`config.mk`:
```
export PLATFORM = sky130hd
export DESIGN_NAME = wpar_unit
export DESIGN_NICKNAME = d
export VERILOG_FILES = /design/src/rtl/wpar_unit.sv
export SDC_FILE = /design/constraint.sdc
export NUM_CORES = 1
export LEC_CHECK = 0
export BUFFER_PORTS_ARGS = -buffer_cell sky130_fd_sc_hd__buf_2
export CAP_MARGIN = 20
export CORE_AREA = 2 2 39 41
export DETAILED_ROUTE_END_ITERATION = 7
export DIE_AREA = 0 0 41 43
export SYNTH_ARGS = -nofsm -noshare
export SYNTH_HDL_FRONTEND = slang
export SYNTH_SLANG_ARGS = --single-unit
```
`constraint.sdc`:
```
create_clock -name vclk -period 1.2
set_input_delay 0.12 -clock vclk [all_inputs]
set_output_delay 0.12 -clock vclk [all_outputs]
set_load 0.02 [all_outputs]
```
`src/rtl/wpar_unit.sv`:
```
module wpar_unit #(
  parameter int DATA_W = 8
) (
  input  logic [2:0]      cfg,
  input  logic            wr_en,
  input  logic [DATA_W:0] wr_word,
  output logic            store_we,
  output logic [DATA_W:0] store_word
);

  localparam int TOP = DATA_W;

  logic en, chk, odd;
  logic pay_par, full_par, gen_bit, ok_bit, top_bit;

  assign en  = cfg[2];
  assign chk = cfg[1];
  assign odd = cfg[0];

  assign pay_par  = ^wr_word[TOP-1:0];
  assign full_par = pay_par ^ wr_word[TOP];

  assign gen_bit = pay_par ^ odd;
  assign ok_bit  = ~(full_par ^ odd);

  always_comb begin
    if (!en)      top_bit = wr_word[TOP];
    else if (chk) top_bit = ok_bit;
    else          top_bit = gen_bit;
  end

  assign store_word = {top_bit, wr_word[TOP-1:0]};
  assign store_we   = wr_en;

endmodule


```
==> summary.md, run 1 <==
| Metric | Value |
|---|---|
| Slew margin rel. | 85.93% |
| Min cycle time layout | 1.509 ns |
| Worst Tran Pin Value | 0.2096 ns |
| Final count of hold timing violations | 0 |
| Area delta synth->final | 45.88% |
| Final core utilization | 22.42% |
| Wire per inst | 6.922 um |
| Post-CTS Repair Setup Buffers | 0 |
| Max-cap violation count | 0 |
| Violated checks | negative setup slack |
| WL met3 | 44 um |
| Fillers | 159 |
| Core area | 1384 um^2 |
| RSZ-0062 raised after global routing | yes |
| Share of cells above drive strength 1 | 74.29% |
| YS warnings | 0 |
| Global-route wire length before repair | 558 um |
| Rows | 14 |
| Die X | 41 um |
| CP Max Fanout | 2 |
| Register Area | 0 um^2 |
| Mapped cell area | 212.7 um^2 |
| Status | complete, but fails checks |
| Flip-flop and latch count | 0 |
| Static leakage | 0.1743 nW |
| Hold Slack | 0.2400 ns |
| Sequential share of the synthesized area | 0% |
| Top post-synthesis cells by area | buf_4 35%, xor3_4 13%, xnor2_1 12% |
| Crit. End Element | output port |
| Initial Utilization | 15.37% |
| DR iter-0 viols | 1 |
| Die area | 1763 um^2 |
| Antenna-violating nets left | 0 |
| Total track usage | 4.100% |
| WL met2 | 189 um |
| Largest net degree at the start of global routing | 5 |
| Placer congestion estimate | 0.5183 |
| Fmax | 662.7 MHz |
| Synth cell types | 12 |
| Final Cycle Share | 125.8% |
| Most common cell after layout, fill and taps aside | buf_2 |
| PD cells | 643.3 nW/um^2 |
| Diodes inserted | 0 |
| CP startpoint kind | input port |
| Pre-CTS setup slack | -0.3691 ns |
| Max Slew Vio Count | 0 |
| Number of global-route vias before repair | 156 |
| Vias | 174 |
| Syn Area/Cell | 8.863 um^2 |
| DR vias/cell | 3.412 |
| M1 WL | 118 um |
| Post-Syn Instances | 24 |
| Final nets | 50 |
| Number of antenna violations at the first check in global routing | 0 |
| Sum Neg Setup Slack | -0.3091 ns |
| Setup violations, final | 1 |
| Total grt overflow | 0 |
| Hold Buf Count CTS | 0 |
| Kind of critical path | in -> out |
| Peak supply drop | 0.0001125 V |
| Commonest non-fill, non-tap cells in the layout | 17 x buf_2, 4 x buf_6, 3 x xnor2_2 |
| Hold endpoint | store_we |
| CP Data Arrival Time | 1.39 ns |
| Hold WC Path Type | in -> out |
| Hold Crit Start | wr_en |
| Max Used Layer | met3 |
| Worst hold stages | 0 |
| Setup WS post-layout | -0.3091 ns |
| Die height | 43 um |
| Syn nets | 37 |
| Port bufs | 21 |
| Ports | 23 |
| Count of clock buffers in the final design | 0 |
| Yosys top cell by area | buf_4 |
| Total wire length | 353 um |
| TritonRoute pass-1 iters | 3 |
| WP data required | 1.08 ns |
| DRC | 0 |
| Fraction of post-synthesis cell area in the top cell type by area | 35.29% |
==> repair_timing <==
item,in CTS,in global routing
gates resized for setup,2,4
endpoints found under the setup margin,1,1
pin swaps,3,4
==> where the power goes <==
part | leakage [nW] | internal (mW) | switching, mW
Combinational | 0.174 | 0.112 | 0.0879
Sequential | 0 | 0 | 0
Clock | 0 | 0 | 0
Total | 0.174 | 0.112 | 0.0879
==> per-layer routing <==
layer / GRT usage (%) / vias to the layer above
li1: - / 91
met1: 4.444 / 72
met2: 8.438 / 11
met3: 0 / 0
met4: 0 / 0
met5: 0 / -
==> layout make-up <==
| type | count | area [um^2] | share of cell area [%] |
|---|---|---|---|
| Multi-Input combinational cell | 13 | 156.4 | 50.40 |
| Timing Repair Buffer | 21 | 130.1 | 41.94 |
| Tap cell | 16 | 20.02 | 6.452 |
| Inverter | 1 | 3.754 | 1.210 |
==> cell families after synthesis <==
family	synth area share [%]
buffers and inverters	37.06
AOI/OAI and AO/OA	4.118
and+or+nand+nor	13.53
muxes	4.706
xor gates and xnor gates	40.59
==> how the worst max path moves through the flow <==
| stage | startpoint | to | slack [ns] |
|---|---|---|---|
| 6_report | cfg[0] | store_word[8] | -0.31 |
| 5_1_grt | cfg[0] | store_word[8] | -0.39 |
| 4_1_cts | wr_word[7] | store_word[8] | -0.34 |
| 3_5_place_dp | wr_word[6] | store_word[8] | -0.37 |
| 3_3_place_gp | wr_word[6] | store_word[8] | -0.36 |
| 2_1_floorplan | wr_word[6] | store_word[8] | -0.15 |
==> critical path, stage by stage <==
cell,delay (ns)
buf_6,0.09
xnor2_2,0.13
xnor3_2,0.47
xnor2_2,0.15
a311oi_1,0.21
buf_2,0.21
==> stage by stage <==
step	std cells	total power, mW	cell area, um^2
floorplan	24	0.1573	220.2
detailed placement	51	0.1766	270.3
global route	51	0.2157	310.3
CTS	51	0.1818	282.8
global placement	51	0.1742	270.3
finish	51	0.1996	310.3
==> synthesized netlist by cell type <==
cell type   n
nor2_1      1
mux2i_1     1
inv_1       1
xor2_1      1
xor3_4      1
buf_4      10
nand2b_1    2
nand3_1     1
a311oi_1    1
xnor3_2     1
nand3b_1    1
xnor2_1     3
Power figures use the tool's default switching activity.
==> run 2: changes to the inputs <==
==> constraint.sdc (replaced) <==
create_clock -name vclk -period 1.2
set_input_delay 0.24 -clock vclk [all_inputs]
set_output_delay 0.24 -clock vclk [all_outputs]
set_load 0.02 [all_outputs]
==> summary.md, run 2 (synthesis gave the netlist of run 1 again) <==
| Metric | Value |
|---|---|
| CP Max Fanout | 2 (unchanged) |
| Overall Power | 182.4 uW (-8.6%) |
| Flip-flop and latch count | 0 (unchanged) |
| Wire per inst | 6.481 um (-6.4%) |
| Number of global-route vias before repair | 165 (+5.8%) |
| Global-route wire length before repair | 565 um (+1.3%) |
| Hold WC Path Type | in -> out |
| Die height | 43 um (unchanged) |
| Total track usage | 4.208% (+0.11 points) |
| Final Cycle Share | 144.7% (+19 points) |
| Hold Buf Count CTS | 0 (unchanged) |
| Peak supply drop | 0.0001236 V (+9.9%) |
| Min cycle time layout | 1.736 ns (+0.2268 ns) |
| WP data required | 0.96 ns (-0.12 ns) |
| Die X | 41 um (unchanged) |
| Die area | 1763 um^2 (unchanged) |
| Pre-CTS setup slack | -0.6158 ns (-0.2467 ns) |
| DR vias/cell | 3.365 (-1.4%) |
| CP Data Arrival Time | 1.50 ns (+0.11 ns) |
| Setup violations, final | 1 (unchanged) |
| Status | complete, but fails checks |
| Total wire length | 337 um (-4.5%) |
| Ports | 23 (unchanged) |
| RSZ-0062 raised after global routing | yes |
| Rows | 14 (unchanged) |
| DR iter-0 viols | 1 (unchanged) |
| Worst Tran Pin Value | 0.2081 ns (-0.001457 ns) |
| Port bufs | 21 (unchanged) |
| Count of clock buffers in the final design | 0 (unchanged) |
| Slew margin rel. | 86.03% (+0.098 points) |
| Post-DP Area | 277.8 um^2 (+2.8%) |
| Largest net degree at the start of global routing | 4 (-1) |
| Final nets | 51 (+2.0%) |
| Initial Utilization | 15.37% (unchanged) |
| Kind of critical path | in -> out |
| Fmax | 576.1 MHz (-13%) |
| Most common cell after layout, fill and taps aside | buf_2 |
| Placer congestion estimate | 0.5182 (about the same) |
| Violated checks | negative setup slack |
| Hold Slack | 0.4800 ns (+0.2400 ns) |
| DRC | 0 (unchanged) |
| Final count of hold timing violations | 0 (unchanged) |
| Total grt overflow | 0 (unchanged) |
| Crit. End Element | output port |
| Commonest non-fill, non-tap cells in the layout | 19 x buf_2, 2 x xnor2_1, 2 x nand2b_1, 2 x buf_6 |
| TritonRoute pass-1 iters | 2 (-1) |
| Cell area after layout | 297.8 um^2 (-4.0%) |
| Vias | 175 (+0.57%) |
| Sum Neg Setup Slack | -0.5359 ns (-0.2268 ns) |
| Max-cap violation count | 0 (unchanged) |
| CP startpoint kind | input port |
| Setup WS post-layout | -0.5359 ns (-0.2268 ns) |
| Static leakage | 0.1649 nW (-5.4%) |
| Core area | 1384 um^2 (unchanged) |
| Diodes inserted | 0 (unchanged) |
| Max Slew Vio Count | 0 (unchanged) |
| PD cells | 612.4 nW/um^2 (-4.8%) |
| Share of cells above drive strength 1 | 72.22% (-2.1 points) |
| Area delta synth->final | 40.00% |
| Antenna-violating nets left | 0 (unchanged) |
| Number of antenna violations at the first check in global routing | 0 (unchanged) |
| Register Area | 0 um^2 (unchanged) |
-- run 2: what timing repair did --
action / 4_1_cts / 5_1_grt
pin swaps: 3 / 0
setup endpoints to repair: 1 / 1
resized for setup: 3 / 0
setup buffers: 0 / 0
hold endpoints to repair: 0 / 0
-- run 2: path summary, 6_finish.rpt --
check | from | cells past startpoint | to | slack (ns)
worst min-delay path | wr_en | 0 | store_we | 0.48
worst max-delay path | cfg[0] | 6 | store_word[8] | -0.54
-- run 2: area by class of cell --
cell class | instances | area, um^2
timing repair buffer | 22 | 125.1
inverter | 1 | 3.754
fill | 160 | 1086
multi-input combinational | 13 | 148.9
tap | 16 | 20.02
-- run 2: routing by layer --
layer / vias up / wire length [um] / part of all wire (%) / track usage (%)
met1: 72 / 123 / 36 / 4.473
met5: - / 0 / 0 / 0
li1: 92 / - / - / -
met4: 0 / 0 / 0 / 0
met2: 11 / 178 / 53 / 8.750
met3: 0 / 35 / 10 / 0
-- run 2: worst max-delay path, cell delays in order --
cell      delay (ns)
buf_6           0.09
xnor2_2         0.13
xnor3_2         0.46
mux2i_1         0.13
a311oi_1        0.24
buf_2           0.21
-- run 2: report_power, final --
| part | switching (mW) | leakage (nW) | total [mW] | internal, mW |
|---|---|---|---|---|
| Clock | 0 | 0 | 0 | 0 |
| Combinational | 0.0824 | 0.165 | 0.182 | 0.0999 |
| Sequential | 0 | 0 | 0 | 0 |
| Total | 0.0824 | 0.165 | 0.182 | 0.0999 |
-- run 2: per-stage QoR --
step | std cells | utilization, %
after detailed placement | 52 | 20.07
after CTS | 52 | 21.52
after global placement | 52 | 20.07
after floorplan | 24 | -
after global routing | 52 | 21.52
final | 52 | 21.52
==> run 3: changes to the inputs <==
PLACE_DENSITY = 0.43   (was unset)
clock period = 1.8 ns   (was 1.2 ns; I/O delays follow)
==> summary.md, run 3 (synthesis gave the netlist of run 1 again) <==
| Metric | Value |
|---|---|
| Status | complete, but fails checks |
| Violated checks | negative setup slack |
| Worst hold stages | 0 (unchanged) |
| PD cells | 456.8 nW/um^2 (-25%) |
| Diodes inserted | 0 (unchanged) |
| Setup violations, final | 1 (unchanged) |
| Initial Utilization | 15.37% (unchanged) |
| Fillers | 152 (-5.0%) |
| Hold Buf Count CTS | 0 (unchanged) |
| Register Area | 0 um^2 (unchanged) |
| Total grt overflow | 0 (unchanged) |
| Port bufs | 21 (unchanged) |
| Rows | 14 (unchanged) |
| Final Cycle Share | 109.6% |
| Largest net degree at the start of global routing | 5 (+1) |
| DRC | 0 (unchanged) |
| Most common cell after layout, fill and taps aside | buf_2 |
| Met2 Usage GRT | 8.125% (-0.62 points) |
| Count of clock buffers in the final design | 0 (unchanged) |
| Hold WC Path Type | in -> out |
| RSZ-0062 raised after global routing | yes |
| Ports | 23 (unchanged) |
| Setup WS post-layout | -0.1719 ns (+0.3640 ns) |
| Static leakage | 0.1664 nW (+0.97%) |
| Area delta synth->final | 40.59% |
| Number of antenna violations at the first check in global routing | 0 (unchanged) |
| Met1 Usage GRT | 4.792% (+0.32 points) |
| Final core utilization | 21.61% (+0.090 points) |
| Post-CTS Repair Setup Buffers | 0 (unchanged) |
| DR vias/cell | 3.588 (+6.6%) |
| GRT Max-Usage Layer | met2 |
| Commonest non-fill, non-tap cells in the layout | 18 x buf_2, 2 x xnor2_2, 2 x nand2b_1, 2 x buf_6 |
| Crit. End Element | output port |
| Worst Tran Pin Value | 0.1561 ns (-0.05200 ns) |
| Final non-filler cell total | 51 (-1.9%) |
| Post-DP Area | 270.3 um^2 (-2.7%) |
| Share of cells above drive strength 1 | 74.29% (+2.1 points) |
| Number of global-route vias before repair | 169 (+2.4%) |
| CP Data Arrival Time | 1.61 ns (+0.11 ns) |
| Final count of hold timing violations | 0 (unchanged) |
| CP Max Fanout | 2 (unchanged) |
| Fmax | 507.1 MHz |
| Antenna-violating nets left | 0 (unchanged) |
| WP data required | 1.44 ns (+0.48 ns) |
| Die area | 1763 um^2 (unchanged) |
| Die X | 41 um (unchanged) |
| Max-cap violation count | 0 (unchanged) |
| Total track usage | 4.108% (-0.10 points) |
| Hold endpoint | store_we |
| Global-route wire length before repair | 558 um (-1.2%) |
| Core area | 1384 um^2 (unchanged) |
| Sum Neg Setup Slack | -0.1719 ns (+0.3640 ns) |
| Overall Power | 136.6 uW (-25%) |
| CP startpoint kind | input port |
| Cell area after layout | 299.0 um^2 (+0.42%) |
| Hold Slack | 0.7200 ns (+0.2400 ns) |
| TritonRoute pass-1 iters | 4 (+2) |
| Final nets | 50 (-2.0%) |
| Peak supply drop | 0.00009837 V (-20%) |
| Min cycle time layout | 1.972 ns |
| Slew margin rel. | 89.29% (+3.3 points) |
| Flip-flop and latch count | 0 (unchanged) |
| DR iter-0 viols | 2 (+1) |
| Hold Crit Start | wr_en |
| Vias | 183 (+4.6%) |
| Max Slew Vio Count | 0 (unchanged) |
| Wire per inst | 6.706 um (+3.5%) |
| Pre-CTS setup slack | -0.2455 ns (+0.3703 ns) |
| Placer congestion estimate | 0.5684 (+9.7%) |
| Die height | 43 um (unchanged) |
| Total wire length | 342 um (+1.5%) |
| Kind of critical path | in -> out |
| # placed instances | 51 (-1.9%) |
| GRT met3 Usage | 0% (unchanged) |
run 3: what timing repair did:
action,4_1_cts,5_1_grt
setup endpoints to repair,1,1
pin swaps,3,4
resized for setup,2,3
cloned,0,0
run 3: worst max-delay path by stage:
stage          slack [ns]             to       start  cells after the start
3_5_place_dp        -0.25  store_word[8]  wr_word[6]                      6
2_1_floorplan       -0.03  store_word[8]  wr_word[6]                      5
3_3_place_gp        -0.23  store_word[8]  wr_word[6]                      6
6_report            -0.17  store_word[8]  wr_word[4]                      6
4_1_cts             -0.24  store_word[8]  wr_word[7]                      6
5_1_grt             -0.22  store_word[8]  wr_word[4]                      6
run 3: critical path, cell delays in order:
cell      delay (ns)
buf_6           0.09
xor2_1          0.15
xnor3_2         0.48
xnor2_2         0.16
a311oi_2        0.19
buf_4           0.18
run 3: layout make-up:
cell class | instances | area, um^2 | share of cell area, %
inverters | 1 | 3.754 | 1.255
multi-input cells | 13 | 155.1 | 51.88
well taps | 16 | 20.02 | 6.695
repair buffers | 21 | 120.1 | 40.17
run 3: where the power goes:
group,total [mW],switching (mW),internal [mW]
Clock,0,0,0
Sequential,0,0,0
Combinational,0.137,0.0601,0.0765
Total,0.137,0.0601,0.0765
run 3: metal layers:
metal | up-vias | share of wire [%]
met1 | 77 | 32
met5 | - | 0
met4 | 0 | 0
li1 | 92 | -
met3 | 0 | 17
met2 | 14 | 50
